[src/rtl/tot_hit_pkg.sv]
package tot_hit_pkg;
    localparam int TS_W     = 5;
    localparam int CODE_W   = 4;
    localparam int SAT_W    = 8;
    localparam int CODE_MAX = (1 << CODE_W) - 1;
    localparam int DEF_DEPTH = 4;

    typedef struct packed {
        logic [TS_W-1:0]   stamp;
        logic [CODE_W-1:0] code;
    } hit_rec_t;

    // Logarithmic compression of a saturating linear tick count
    function automatic logic [CODE_W-1:0] tot_code(input logic [SAT_W-1:0] n);
        int p;
        int c;
        p = -1;
        for (int i = 0; i < SAT_W; i++)
            if (n[i]) p = i;
        if (p < 0)
            c = 0;
        else if (p == 0)
            c = 1;
        else begin
            c = 2 * p + (n[p-1] ? 1 : 0);
            if (c > CODE_MAX) c = CODE_MAX;
        end
        return c[CODE_W-1:0];
    endfunction
endpackage

[src/rtl/tot_pulse_meter.sv]
module tot_pulse_meter
    import tot_hit_pkg::*;
(
    input  logic            clk,
    input  logic            rst,
    input  logic            disc_i,
    input  logic [TS_W-1:0] tbase_i,
    output logic            done_o,
    output hit_rec_t        rec_o
);
    logic             disc_q;
    logic [SAT_W-1:0] ticks;
    logic [TS_W-1:0]  stamp_q;

    always_ff @(posedge clk) begin
        if (rst) begin
            disc_q  <= 1'b0;
            ticks   <= '0;
            stamp_q <= '0;
        end else begin
            disc_q <= disc_i;
            if (disc_i && !disc_q) begin
                ticks   <= SAT_W'(1);
                stamp_q <= tbase_i;
            end else if (disc_i && ticks != '1) begin
                ticks <= ticks + SAT_W'(1);
            end
        end
    end

    assign done_o      = disc_q && !disc_i;
    assign rec_o.stamp = stamp_q;
    assign rec_o.code  = tot_code(ticks);

    // timestamp comes from the first high sample
    assert_stamp_latch_R2: assert property (@(posedge clk) disable iff (rst)
        (disc_i && !disc_q) |=> (stamp_q == $past(tbase_i)));
    // timestamp held for the rest of the pulse
    assert_stamp_hold_R2: assert property (@(posedge clk) disable iff (rst)
        (disc_i && disc_q) |=> $stable(stamp_q));
    // no completed hit carries the reserved code
    assert_code_nonzero_R4: assert property (@(posedge clk) disable iff (rst)
        done_o |-> (rec_o.code != '0));
    // length grows without wrapping while high
    assert_ticks_monotone_R3: assert property (@(posedge clk) disable iff (rst)
        (disc_i && disc_q) |=> (ticks >= $past(ticks)));
endmodule

[src/rtl/hit_slot_store.sv]
module hit_slot_store
    import tot_hit_pkg::*;
#(
    parameter int DEPTH = DEF_DEPTH
) (
    input  logic     clk,
    input  logic     rst,
    input  logic     push_i,
    input  hit_rec_t rec_i,
    input  logic     pop_i,
    output logic     valid_o,
    output hit_rec_t head_o,
    output logic     full_o,
    output logic     ovf_o
);
    localparam int PW = (DEPTH > 1) ? $clog2(DEPTH) : 1;
    localparam int CW = $clog2(DEPTH + 1);
    localparam logic [CW-1:0] FULL_CNT = CW'(DEPTH);
    localparam logic [PW-1:0] LAST_PTR = PW'(DEPTH - 1);

    hit_rec_t        slots [DEPTH];
    logic [PW-1:0]   wr_ptr, rd_ptr;
    logic [CW-1:0]   occ;
    logic            push_ok, pop_ok;

    assign push_ok = push_i && (occ != FULL_CNT);
    assign pop_ok  = pop_i && (occ != '0);

    always_ff @(posedge clk) begin
        if (push_ok) slots[wr_ptr] <= rec_i;
    end

    always_ff @(posedge clk) begin
        if (rst) begin
            wr_ptr <= '0;
            rd_ptr <= '0;
            occ    <= '0;
            ovf_o  <= 1'b0;
        end else begin
            if (push_ok) wr_ptr <= (wr_ptr == LAST_PTR) ? '0 : wr_ptr + PW'(1);
            if (pop_ok)  rd_ptr <= (rd_ptr == LAST_PTR) ? '0 : rd_ptr + PW'(1);
            if (push_ok && !pop_ok)      occ <= occ + CW'(1);
            else if (pop_ok && !push_ok) occ <= occ - CW'(1);
            if (push_i && !push_ok) ovf_o <= 1'b1;
        end
    end

    assign valid_o = (occ != '0);
    assign full_o  = (occ == FULL_CNT);
    assign head_o  = slots[rd_ptr];

    // occupancy never exceeds the store size
    assert_occ_bound_R5: assert property (@(posedge clk) disable iff (rst)
        occ <= FULL_CNT);
    // a hit arriving when full raises the overflow flag
    assert_drop_sets_ovf_R6: assert property (@(posedge clk) disable iff (rst)
        (push_i && full_o) |=> ovf_o);
    // overflow is sticky
    assert_ovf_sticky_R6: assert property (@(posedge clk) disable iff (rst)
        ovf_o |=> ovf_o);
    // stored hits untouched by a dropped one
    assert_no_overwrite_R6: assert property (@(posedge clk) disable iff (rst)
        (push_i && full_o && !pop_i) |=> (full_o && $stable(head_o)));
    // release on an empty store has no effect
    assert_empty_release_R8: assert property (@(posedge clk) disable iff (rst)
        (pop_i && !valid_o && !push_i) |=> !valid_o);
    // simultaneous store and release keeps occupancy
    assert_concurrent_R9: assert property (@(posedge clk) disable iff (rst)
        (push_i && pop_i && valid_o && !full_o) |=> $stable(occ));
endmodule

[src/rtl/tot_hit_recorder.sv]
module tot_hit_recorder
    import tot_hit_pkg::*;
#(
    parameter int DEPTH = DEF_DEPTH
) (
    input  logic              clk,
    input  logic              rst,
    input  logic              disc_i,
    input  logic [TS_W-1:0]   tbase_i,
    input  logic              release_i,
    output logic              head_valid_o,
    output logic [TS_W-1:0]   head_stamp_o,
    output logic [CODE_W-1:0] head_code_o,
    output logic              full_o,
    output logic              overflow_o
);
    logic     done;
    hit_rec_t rec;
    hit_rec_t head;

    tot_pulse_meter u_meter (
        .clk     (clk),
        .rst     (rst),
        .disc_i  (disc_i),
        .tbase_i (tbase_i),
        .done_o  (done),
        .rec_o   (rec)
    );

    hit_slot_store #(.DEPTH(DEPTH)) u_store (
        .clk     (clk),
        .rst     (rst),
        .push_i  (done),
        .rec_i   (rec),
        .pop_i   (release_i),
        .valid_o (head_valid_o),
        .head_o  (head),
        .full_o  (full_o),
        .ovf_o   (overflow_o)
    );

    assign head_stamp_o = head.stamp;
    assign head_code_o  = head.code;

    // flags clear on the cycle after reset
    assert_reset_clear_R1: assert property (@(posedge clk)
        rst |=> (!head_valid_o && !full_o && !overflow_o));
endmodule

[config.mk]
export PLATFORM = sky130hd
export DESIGN_NAME = tot_hit_recorder
export DESIGN_NICKNAME = d
export VERILOG_FILES = /design/src/rtl/tot_hit_pkg.sv /design/src/rtl/tot_pulse_meter.sv /design/src/rtl/hit_slot_store.sv /design/src/rtl/tot_hit_recorder.sv
export SDC_FILE = /design/constraint.sdc
export NUM_CORES = 1
export LEC_CHECK = 0
export ABC_AREA = 1
export ABC_CLOCK_PERIOD_IN_PS = 5360
export BUFFER_PORTS_ARGS = -buffer_cell sky130_fd_sc_hd__buf_2
export CAP_MARGIN = 30
export CORE_MARGIN = 2
export CORE_UTILIZATION = 58
export DETAILED_ROUTE_END_ITERATION = 12
export PLACE_DENSITY = 0.88
export SLEW_MARGIN = 20
export SYNTH_ARGS = -nofsm -noshare
export SYNTH_HDL_FRONTEND = slang
export SYNTH_SLANG_ARGS = --single-unit
[constraint.sdc]
create_clock -name clk -period 5.36 [get_ports clk]
set_input_delay 0.268 -clock clk [delete_from_list [all_inputs] [get_ports clk]]
set_output_delay 0.268 -clock clk [all_outputs]
set_load 0.05 [all_outputs]
Word level (Yosys, flattened, before mapping) --
Memories as Yosys holds them, arrays and structs flattened. A register that Yosys moved wholly into a read port is not among the register bits. Index checks and enable logic that the tools add are counted.
Operators by class: add/subtract/negate cells 7, order comparisons 3, eq/ne operators 5, muxes and demuxes 25, reduce and logical (&&, ||, !) cells 17
Operators by type and width (count):
- 32-bit two-way mux | 8
- 32-bit by 2-bit adder with 32-bit output | 1
- 32-bit by 5-bit > comparator with 1-bit output, second input constant | 1
- 32-bit logical NOT | 1
- 32-bit by 1-bit less-than comparator with 1-bit output, second input constant | 1
- 32-bit by 5-bit less-than comparator with 1-bit output, second input constant | 1
- 32-bit by 2-bit subtractor with 32-bit output, second input constant | 1
- 4-bit two-way mux | 3
- 8-bit by 1-bit adder with 8-bit output, second input constant | 1
- 1-bit logical AND | 8
- 2-bit two-way mux | 4
- 8-bit inequality test, second input constant | 1
- 1-bit two-way mux | 7
- 3-bit two-way mux | 2
- 2-bit by 1-bit adder with 2-bit output, second input constant | 2
- 2-bit equality test, second input constant | 2
- 1-bit logical NOT | 4
- 2-bit nonzero test | 2
- 3-bit by 1-bit adder with 3-bit output, second input constant | 1
- 1-bit binary-select mux with 3-bit select | 1
- 3-bit equality test, second input constant | 1
- 3-bit inequality test, second input constant | 1
- 3-bit nonzero test | 1
- 3-bit by 1-bit subtractor with 3-bit output, second input constant | 1
- 2-bit OR reduction | 1
Storage, ports and cells: register bits after elaboration 22, RAM bits 36, input port bits 9, output and inout bits 12, logic and storage cells 66, memories kept 1
Memories:
- u_store.slots | depth 4, bits a word 9, rd ports 1, clocked after memory_dff 1, wr ports 1, line hit_slot_store.sv:21 | hit_rec_t slots [DEPTH];

Depth between registers and ports, before layout --
Gate-level depths: netlist (run 1).
depth in word-level cells 18, depth in mapped cells 16, depth with buffers taken out 16

Cells and area by module --
From an unflattened synthesis (run 1), not the netlist that was laid out.
Unflattened totals: cell total of the unflattened synthesis 288, area, all modules 2770.2 sq um
Modules (own cells, without submodules):
- hit_slot_store | times used 1, cells an instance 160, area an instance 1908.1 sq um, seq. area each 1281.2 sq um
- tot_pulse_meter | times used 1, cells an instance 128, area an instance 862.1 sq um, seq. area each 280.3 sq um

Worst setup path before layout (run 1) --
No wires, ideal clock.
path kind register -> register, start point register u_store.occ[0], end point register u_store.occ[1], library setup time 0.128 ns, arrival 2.691 ns, data required time 5.232 ns, slack 2.542 ns, cell stages (with the launch flop) 10, path through dfxtp_1 -> nor3_1 -> inv_1 -> nand2_2 -> inv_1 -> ha_1 -> inv_1 -> fa_1 -> nor2_1 -> a211oi_1
Between the ends: word-level cells in the longest chain between the ends 5
RTL lines:
- start: declaration | line hit_slot_store.sv:23 | logic [CW-1:0] occ;
- start signal: assignment | line hit_slot_store.sv:42 | if (push_ok && !pop_ok) occ <= occ + CW'(1);
- start signal: assignment | line hit_slot_store.sv:43 | else if (pop_ok && !push_ok) occ <= occ - CW'(1);
- 3-bit inequality test * | line hit_slot_store.sv:26 | assign push_ok = push_i && (occ != FULL_CNT);
- 1-bit logical AND * | line hit_slot_store.sv:26
- via u_store.push_ok | line hit_slot_store.sv:24 | logic push_ok, pop_ok;
- 1-bit logical NOT | line hit_slot_store.sv:43
- 1-bit logical AND | line hit_slot_store.sv:43
- 2-bit nonzero test (no source line)
Mark *: on every way through the listed nets, which the timed path passes. The rest lies on a longest branch. The select of a mux whose other input is x is not followed. A chain may end at the register's enable or synchronous reset.

==> results of run 1 <==
==> registers in the layout, indices dropped and copies added (netlist names), named ones only <==
name and count:
u_store.slots 36, u_meter.disc_q 1, u_store.ovf_o 1, u_store.occ 3
u_store.rd_ptr 2, u_store.wr_ptr 2, u_meter.stamp_q 5, u_meter.ticks 8
==> worst max-delay path by stage <==
stage	endpoint	startpoint	cells after the start
floorplan	u_store.occ[1]	u_store.occ[0]	9
global placement	u_store.slots[0][0]	u_meter.ticks[0]	12
detailed placement	u_store.slots[0][0]	u_meter.ticks[0]	12
CTS	u_store.slots[3][0]	u_meter.ticks[1]	16
global route	u_store.slots[3][0]	u_meter.ticks[0]	13
finish	u_store.slots[0][0]	u_meter.ticks[1]	16
==> tightest hold or removal path, cell delays in order <==
cell	delay, ns
sky130_fd_sc_hd__buf_2	0.09
sky130_fd_sc_hd__nand2_1	0.05
sky130_fd_sc_hd__a21oi_1	0.05
==> metal layers <==
layer,GRT usage [%],vias to the layer above,part of all wire [%]
li1,-,975,-
met1,25.2,855,44
met2,34.7,52,49
met3,8.02,9,5.5
met4,10.5,0,2.0
met5,0,-,0
==> final cells by class <==
cell class	count	area, sq um
Timing Repair Buffer	20	100
Multi-Input combinational cell	172	927
Clock inverter	5	52.6
Fill cell	354	1410
Sequential cell	60	1560
Clock buffer	11	131
Tap cell	52	65.1
Inverter	36	138
==> Yosys cell counts <==
library cell	number
sky130_fd_sc_hd__nand3_2	1
sky130_fd_sc_hd__dfxtp_1	24
sky130_fd_sc_hd__nand3_1	8
sky130_fd_sc_hd__o21ai_0	23
sky130_fd_sc_hd__o22ai_1	9
sky130_fd_sc_hd__inv_2	1
sky130_fd_sc_hd__nand2_4	2
sky130_fd_sc_hd__ha_1	10
sky130_fd_sc_hd__nor2_2	3
sky130_fd_sc_hd__nor3_2	1
sky130_fd_sc_hd__buf_2	2
sky130_fd_sc_hd__nor2_1	39
sky130_fd_sc_hd__clkbuf_1	3
sky130_fd_sc_hd__inv_1	34
sky130_fd_sc_hd__nor3_1	2
sky130_fd_sc_hd__inv_4	1
sky130_fd_sc_hd__edfxtp_1	36
sky130_fd_sc_hd__xor2_1	3
sky130_fd_sc_hd__nand2_1	36
sky130_fd_sc_hd__a211oi_1	4
sky130_fd_sc_hd__nand2_2	2
sky130_fd_sc_hd__o21ai_1	1
sky130_fd_sc_hd__nand4_1	1
sky130_fd_sc_hd__fa_1	1
sky130_fd_sc_hd__o21a_1	3
sky130_fd_sc_hd__a21oi_1	23
==> per-stage QoR <==
stage | cell area (sq um) | total power (W) | std cells | setup WS, ns
2_1_floorplan | 2650 | 0.000863 | 273 | 2.54
3_3_place_gp | 2790 | 0.000929 | 340 | 3.15
3_5_place_dp | 2790 | 0.000940 | 340 | 3.06
4_1_cts | 2980 | 0.00132 | 356 | 3.02
5_1_grt | 2980 | 0.00138 | 356 | 2.77
6_report | 2980 | 0.00131 | 356 | 3.00
==> cells by family (layout without fill, tap and decap cells) <==
logic type	Yosys count	after routing	share of synthesized area (%)
compound gates	63	63	13.0
xor+xnor	3	3	0.993
simple gates	95	95	15.5
fa+ha+maj	11	11	5.48
flops	60	60	59.0
buf+inv	41	72	6.00
==> report_power, final <==
group / switching (W) / total, W / internal [W]
clock: 0.000166 / 0.000378 / 0.000212
combinational: 0.000278 / 0.000375 / 0.0000965
sequential: 0.0000340 / 0.000555 / 0.000521
==> run_summary.xml, run 1 <==
<?xml version="1.0" encoding="UTF-8"?>
<metrics>
  <group name="run_status">
    <metric name="run_status" unit="">complete, no violations</metric>
  </group>
  <group name="placed_design">
    <metric name="placement.io_buffers" unit="">20</metric>
    <metric name="routabilityCongestion" unit="">0.919</metric>
    <metric name="dpl.hpwl" unit="mm">3.26</metric>
  </group>
  <group name="logic_synthesis">
    <metric name="ys_ff_latch" unit="">60</metric>
    <metric name="syn_area" unit="sq mm">0.00265</metric>
    <metric name="synthTopCellsByArea" unit="">sky130_fd_sc_hd__edfxtp_1 41%, sky130_fd_sc_hd__dfxtp_1 18%, sky130_fd_sc_hd__nor2_1 5.5%</metric>
    <metric name="net_count_after_synthesis" unit="">293</metric>
    <metric name="synth_cells" unit="">273</metric>
    <metric name="synthDominantAreaCellType" unit="">sky130_fd_sc_hd__edfxtp_1</metric>
    <metric name="synth_seq_area_share" unit="%">59.0</metric>
    <metric name="ys.warnings.count" unit="">0</metric>
    <metric name="postSynthAreaPerCell" unit="sq um">9.70</metric>
    <metric name="synth_cell_types" unit="">26</metric>
    <metric name="synth.top_cell.area_share" unit="%">40.8</metric>
  </group>
  <group name="critical_path">
    <metric name="timing.critical_path.slowest_stage_cell" unit="">sky130_fd_sc_hd__ha_1</metric>
    <metric name="setup.worst_path.class" unit="">reg2reg</metric>
    <metric name="worstSetupStartpointType" unit="">register</metric>
    <metric name="worst_r2r_path_depth" unit="">16</metric>
    <metric name="critical_path.max_fanout" unit="">6</metric>
    <metric name="r2r-end" unit="">u_store.slots[0][0]</metric>
    <metric name="crit-reg2reg-launch" unit="">u_meter.ticks[1]</metric>
    <metric name="endpoint_kind" unit="">register</metric>
    <metric name="worstPathRequired" unit="ns">5.44</metric>
    <metric name="critical_path.cell_chain" unit="">inv_1 -&gt; ha_1 -&gt; o21ai_1 -&gt; nand2_1 -&gt; nand2_1 -&gt; nand2_1 -&gt; nand2_1 -&gt; inv_1 -&gt; ha_1 -&gt; nor2_1 -&gt; a21oi_1 -&gt; nand2_1 -&gt; nand3_1 -&gt; nand2_1 -&gt; nor2_1 -&gt; nor2_1</metric>
    <metric name="worst_ep_arrival_time" unit="ns">2.44</metric>
    <metric name="r2r_slack" unit="ns">3.00</metric>
    <metric name="cpPeakStageDelay" unit="ns">0.37</metric>
    <metric name="path_buf_inv" unit="">2</metric>
    <metric name="path_common_cell" unit="">sky130_fd_sc_hd__nand2_1</metric>
    <metric name="crit_family" unit="">simple AND/OR/NAND/NOR gates</metric>
  </group>
  <group name="sta">
    <metric name="worst_slew_pin_slew" unit="ns">0.930</metric>
    <metric name="rsz0062_at_grt" unit="">no</metric>
    <metric name="fin_skew" unit="ns">0.00415</metric>
    <metric name="setup-violations-final" unit="">0</metric>
    <metric name="final.hold.worst_slack" unit="ns">0.183</metric>
    <metric name="fin_tns_setup" unit="ns">0</metric>
    <metric name="max_slew_margin" unit="%">37.8</metric>
    <metric name="hold_viol" unit="">0</metric>
    <metric name="final-max-slew-violation-count" unit="">0</metric>
    <metric name="clock.fmax" unit="GHz">0.424</metric>
    <metric name="layout_min_cycle_time" unit="ns">2.36</metric>
    <metric name="ratio_of_final_minimum_period_to_clock_period" unit="%">44.0</metric>
  </group>
  <group name="pwr">
    <metric name="power_density" unit="mW/mm^2">440</metric>
    <metric name="power.ir.vdd_worst" unit="uV">271</metric>
    <metric name="power.leakage" unit="nW">1.19</metric>
  </group>
  <group name="clocking">
    <metric name="tritoncts" unit="">yes</metric>
    <metric name="path_clk_slew" unit="ns">0.06</metric>
    <metric name="cts_resized" unit="">0</metric>
    <metric name="worstSkewPairLatency" unit="ns">0.33</metric>
    <metric name="ctsRootBufferMaster" unit="">sky130_fd_sc_hd__clkbuf_8</metric>
    <metric name="cts_hold_repair.buffers" unit="">0</metric>
    <metric name="htreeDepth" unit="">3</metric>
    <metric name="cts_made_buffers" unit="">9</metric>
    <metric name="cts_post_setup_buffers_inserted" unit="">0</metric>
    <metric name="tritoncts_num_sinks" unit="">60</metric>
    <metric name="clock_path_buffers" unit="">2</metric>
  </group>
  <group name="grt">
    <metric name="grt_util_all_layers" unit="%">21.4</metric>
    <metric name="global_route_wire_length_before_repair" unit="mm">8.02</metric>
    <metric name="overflow" unit="">0</metric>
    <metric name="first_global_vias" unit="">1782</metric>
    <metric name="initial_antenna_violation_count" unit="">0</metric>
    <metric name="grt_max_degree" unit="">20</metric>
  </group>
  <group name="flow_run">
    <metric name="max-cap-violations" unit="">0</metric>
  </group>
  <group name="route">
    <metric name="routed-via-count" unit="">1891</metric>
    <metric name="drtPass1Iterations" unit="">4</metric>
    <metric name="postRouteAntennaNets" unit="">0</metric>
    <metric name="drt_first_iter_violations" unit="">140</metric>
    <metric name="drcViolationCount" unit="">0</metric>
    <metric name="via_per_inst" unit="">5.31</metric>
    <metric name="wire_per_inst" unit="microns">13.6</metric>
    <metric name="route.final.wire_length" unit="mm">4.83</metric>
  </group>
  <group name="floorplan">
    <metric name="die_w" unit="microns">71.6</metric>
    <metric name="floorplan.initialDensity" unit="%">60.4</metric>
    <metric name="die_outline_area" unit="sq mm">0.00512</metric>
    <metric name="num_io_pins" unit="">21</metric>
    <metric name="fp.coreArea" unit="sq mm">0.00438</metric>
    <metric name="die_h" unit="microns">71.6</metric>
    <metric name="rows" unit="">24</metric>
  </group>
  <group name="finish">
    <metric name="final_nets" unit="">319</metric>
    <metric name="final_common_cell" unit="">sky130_fd_sc_hd__nor2_1</metric>
    <metric name="n_antenna_cell" unit="">0</metric>
    <metric name="proportion_of_layout_cells_with_a_drive_suffix_above_1" unit="%">14.8</metric>
    <metric name="area_growth_syn_to_layout" unit="%">12.4</metric>
    <metric name="fin_util" unit="%">67.9</metric>
    <metric name="layout.cells.most_common_list" unit="">39 x sky130_fd_sc_hd__nor2_1, 36 x sky130_fd_sc_hd__nand2_1, 36 x sky130_fd_sc_hd__edfxtp_1</metric>
  </group>
  <group name="hold_path">
    <metric name="whs_path_depth" unit="">3</metric>
    <metric name="worst_hold_startpoint" unit="">tbase_i[4]</metric>
    <metric name="hold_crit_class" unit="">in2reg</metric>
    <metric name="endpoint_with_the_worst_hold_slack" unit="">u_meter.stamp_q[4]</metric>
  </group>
</metrics>
Note: power is estimated with default switching activity, not from simulation.
==> run 2, diff against run 1 <==
--- a/config.mk
+++ b/config.mk
@@ -6,13 +6,13 @@
 export NUM_CORES = 1
 export LEC_CHECK = 0
 export ABC_AREA = 1
-export ABC_CLOCK_PERIOD_IN_PS = 5360
+export ABC_CLOCK_PERIOD_IN_PS = 2000
 export BUFFER_PORTS_ARGS = -buffer_cell sky130_fd_sc_hd__buf_2
 export CAP_MARGIN = 30
 export CORE_MARGIN = 2
-export CORE_UTILIZATION = 58
+export CORE_UTILIZATION = 53
 export DETAILED_ROUTE_END_ITERATION = 12
-export PLACE_DENSITY = 0.88
+export PLACE_DENSITY = 0.86
 export SLEW_MARGIN = 20
 export SYNTH_ARGS = -nofsm -noshare
 export SYNTH_HDL_FRONTEND = slang
==> constraint.sdc (replaced) <==
create_clock -name clk -period 2 [get_ports clk]
set_input_delay 0.1 -clock clk [delete_from_list [all_inputs] [get_ports clk]]
set_output_delay 0.1 -clock clk [all_outputs]
set_load 0.05 [all_outputs]
==> run_summary.xml, run 2 (same netlist as run 1, synthesis figures left out) <==
<?xml version="1.0" encoding="UTF-8"?>
<metrics>
  <group name="floorplan">
    <metric name="floorplan.initialDensity" unit="%">55.7</metric>
    <metric name="num_io_pins" unit="">21</metric>
    <metric name="die_w" unit="microns">74.7</metric>
    <metric name="die_h" unit="microns">74.7</metric>
    <metric name="die_outline_area" unit="sq mm">0.00558</metric>
    <metric name="rows" unit="">25</metric>
    <metric name="fp.coreArea" unit="sq mm">0.00475</metric>
  </group>
  <group name="sta">
    <metric name="clock.fmax" unit="GHz">0.473</metric>
    <metric name="final.setup.worst_slack" unit="ns">-0.114</metric>
    <metric name="fin_tns_setup" unit="ns">-0.452</metric>
    <metric name="worst_slew_pin_slew" unit="ns">0.488</metric>
    <metric name="setup-violations-final" unit="">4</metric>
    <metric name="fin_skew" unit="ns">0.00440</metric>
    <metric name="ratio_of_final_minimum_period_to_clock_period" unit="%">106</metric>
    <metric name="final-max-slew-violation-count" unit="">0</metric>
    <metric name="layout_min_cycle_time" unit="ns">2.11</metric>
    <metric name="hold_viol" unit="">0</metric>
    <metric name="max_slew_margin" unit="%">67.5</metric>
    <metric name="rsz0062_at_grt" unit="">yes</metric>
  </group>
  <group name="grt">
    <metric name="initial_antenna_violation_count" unit="">0</metric>
    <metric name="global_route_wire_length_before_repair" unit="mm">9.04</metric>
    <metric name="overflow" unit="">0</metric>
    <metric name="first_global_vias" unit="">2015</metric>
    <metric name="grt_util_all_layers" unit="%">22.4</metric>
    <metric name="grt_max_degree" unit="">19</metric>
  </group>
  <group name="clocking">
    <metric name="htreeDepth" unit="">3</metric>
    <metric name="worstSkewPairLatency" unit="ns">0.33</metric>
    <metric name="tritoncts_num_sinks" unit="">60</metric>
    <metric name="clock_path_buffers" unit="">2</metric>
    <metric name="tritoncts" unit="">yes</metric>
    <metric name="cts_hold_repair.buffers" unit="">0</metric>
    <metric name="ctsRootBufferMaster" unit="">sky130_fd_sc_hd__clkbuf_8</metric>
    <metric name="cts_made_buffers" unit="">9</metric>
    <metric name="path_clk_slew" unit="ns">0.06</metric>
  </group>
  <group name="critical_path">
    <metric name="critical_path.max_fanout" unit="">6</metric>
    <metric name="worstPathRequired" unit="ns">2.08</metric>
    <metric name="worst_ep_arrival_time" unit="ns">2.20</metric>
    <metric name="endpoint_kind" unit="">register</metric>
    <metric name="worstSetupStartpointType" unit="">register</metric>
    <metric name="setup.worst_path.class" unit="">reg2reg</metric>
    <metric name="worst_r2r_path_depth" unit="">12</metric>
  </group>
  <group name="finish">
    <metric name="layout.cells.most_common_list" unit="">36 x sky130_fd_sc_hd__nor2_1, 36 x sky130_fd_sc_hd__edfxtp_1, 32 x sky130_fd_sc_hd__nand2_1</metric>
    <metric name="final.fill_count" unit="">375</metric>
    <metric name="regMostFlops" unit="">u_store.slots</metric>
    <metric name="flip_flop_count_of_the_largest_register_after_layout" unit="">36</metric>
    <metric name="fin_util" unit="%">69.7</metric>
    <metric name="proportion_of_layout_cells_with_a_drive_suffix_above_1" unit="%">28.4</metric>
    <metric name="area_growth_syn_to_layout" unit="%">25.1</metric>
    <metric name="n_antenna_cell" unit="">0</metric>
    <metric name="final_nets" unit="">342</metric>
    <metric name="reg_top3" unit="">u_store.slots x36, u_meter.ticks x8, u_meter.stamp_q x5</metric>
    <metric name="multiInputGateArea" unit="sq mm">0.00104</metric>
    <metric name="ff_latch_area" unit="sq mm">0.00157</metric>
  </group>
  <group name="hold_path">
    <metric name="whs_path_depth" unit="">3</metric>
    <metric name="hold_crit_class" unit="">in2reg</metric>
  </group>
  <group name="placed_design">
    <metric name="placement.io_buffers" unit="">20</metric>
    <metric name="dpl.hpwl" unit="mm">3.56</metric>
    <metric name="routabilityCongestion" unit="">0.947</metric>
  </group>
  <group name="pwr">
    <metric name="power" unit="W">0.00379</metric>
    <metric name="power_density" unit="mW/mm^2">1140</metric>
    <metric name="power.ir.vdd_worst" unit="uV">773</metric>
    <metric name="power.leakage" unit="nW">1.32</metric>
  </group>
  <group name="run_status">
    <metric name="run_status" unit="">complete, but fails checks</metric>
    <metric name="failing_checks" unit="">setup timing</metric>
  </group>
  <group name="route">
    <metric name="route.final.wire_length" unit="mm">5.49</metric>
    <metric name="drt_first_iter_violations" unit="">104</metric>
    <metric name="via_per_inst" unit="">5.11</metric>
    <metric name="drtPass1Iterations" unit="">4</metric>
    <metric name="drcViolationCount" unit="">0</metric>
    <metric name="wire_per_inst" unit="microns">13.9</metric>
    <metric name="postRouteAntennaNets" unit="">0</metric>
    <metric name="routed-via-count" unit="">2015</metric>
  </group>
  <group name="flow_run">
    <metric name="max-cap-violations" unit="">0</metric>
  </group>
</metrics>
[run 2: changes by cell type in the layout (fill, tap and decap cells not counted), moves of 3 or more]
cell                       delta
sky130_fd_sc_hd__inv_1        -7
sky130_fd_sc_hd__nand2_2      +3
sky130_fd_sc_hd__clkinv_2     -3
sky130_fd_sc_hd__buf_4       +23
sky130_fd_sc_hd__ha_1         -4
sky130_fd_sc_hd__ha_4         +3
sky130_fd_sc_hd__clkinv_1     +3
sky130_fd_sc_hd__nand2_1      -4
sky130_fd_sc_hd__nor2_1       -3
sky130_fd_sc_hd__inv_2        +5
[run 2: path summary, 6_finish.rpt]
path | end | slack (ns) | start
max | u_store.slots[3][0] | -0.11 | u_meter.ticks[0]
min reg2reg | u_store.ovf_o | 0.48 | u_store.ovf_o
max reg2reg | u_store.slots[3][0] | -0.11 | u_meter.ticks[0]
min | u_meter.stamp_q[3] | 0.02 | tbase_i[3]
[run 2: report_power, final]
part           switching [W]  internal [W]  leakage [nW]
Sequential         0.0000734       0.00140         0.528
Combinational       0.000827      0.000342         0.690
Clock               0.000459      0.000689        0.0990
Total                0.00136       0.00243          1.32
[run 2: repair_timing]
| item | CTS | global route |
|---|---|---|
| cloned | 0 | 0 |
| pin swaps | 14 | 10 |
| endpoints found under the setup margin | 4 | 5 |
| gates resized for setup | 16 | 10 |
| buffers inserted | 4 | 2 |
[run 2: routing by layer]
metal / up-vias / routed length, microns / track usage [%]
li1: 1023 / - / -
met1: 933 / 2340 / 25.6
met2: 47 / 2830 / 38.0
met3: 12 / 190 / 6.69
met4: 0 / 133 / 11.7
met5: - / 0 / 0
[run 2: metrics by stage]
| stage | hold slack [ns] | instances | setup WS [ns] | area (sq um) |
|---|---|---|---|---|
| 6_report | 0.0215 | 394 | -0.114 | 3310 |
| 3_5_place_dp | 0.369 | 372 | -0.179 | 2980 |
| 4_1_cts | 0.00801 | 392 | -0.0761 | 3260 |
| 3_3_place_gp | 0.362 | 372 | -0.0366 | 2980 |
| 5_1_grt | 0.0165 | 394 | -0.207 | 3310 |
| 2_1_floorplan | 0.234 | 273 | -0.0540 | 2690 |
[run 2: critical path: stages (launching register included)]
cell and delay [ns]:
sky130_fd_sc_hd__dfxtp_4 0.38, sky130_fd_sc_hd__inv_4 0.04, sky130_fd_sc_hd__ha_4 0.14, sky130_fd_sc_hd__inv_2 0.05, sky130_fd_sc_hd__nand3_2 0.07, sky130_fd_sc_hd__a211oi_4 0.30
sky130_fd_sc_hd__ha_4 0.28, sky130_fd_sc_hd__o21ai_2 0.13, sky130_fd_sc_hd__nand3_1 0.09, sky130_fd_sc_hd__nand3_1 0.11, sky130_fd_sc_hd__nand2_1 0.09, sky130_fd_sc_hd__nor2_2 0.12
sky130_fd_sc_hd__nor2_2 0.06
[run 2: layout make-up]
class,count,area share [%]
clock inverter,6,2.38
timing repair buffer,43,8.24
multi-input combinational,172,31.4
tap,67,2.53
inverter,36,4.31
clock buffer,10,3.85
sequential,60,47.3
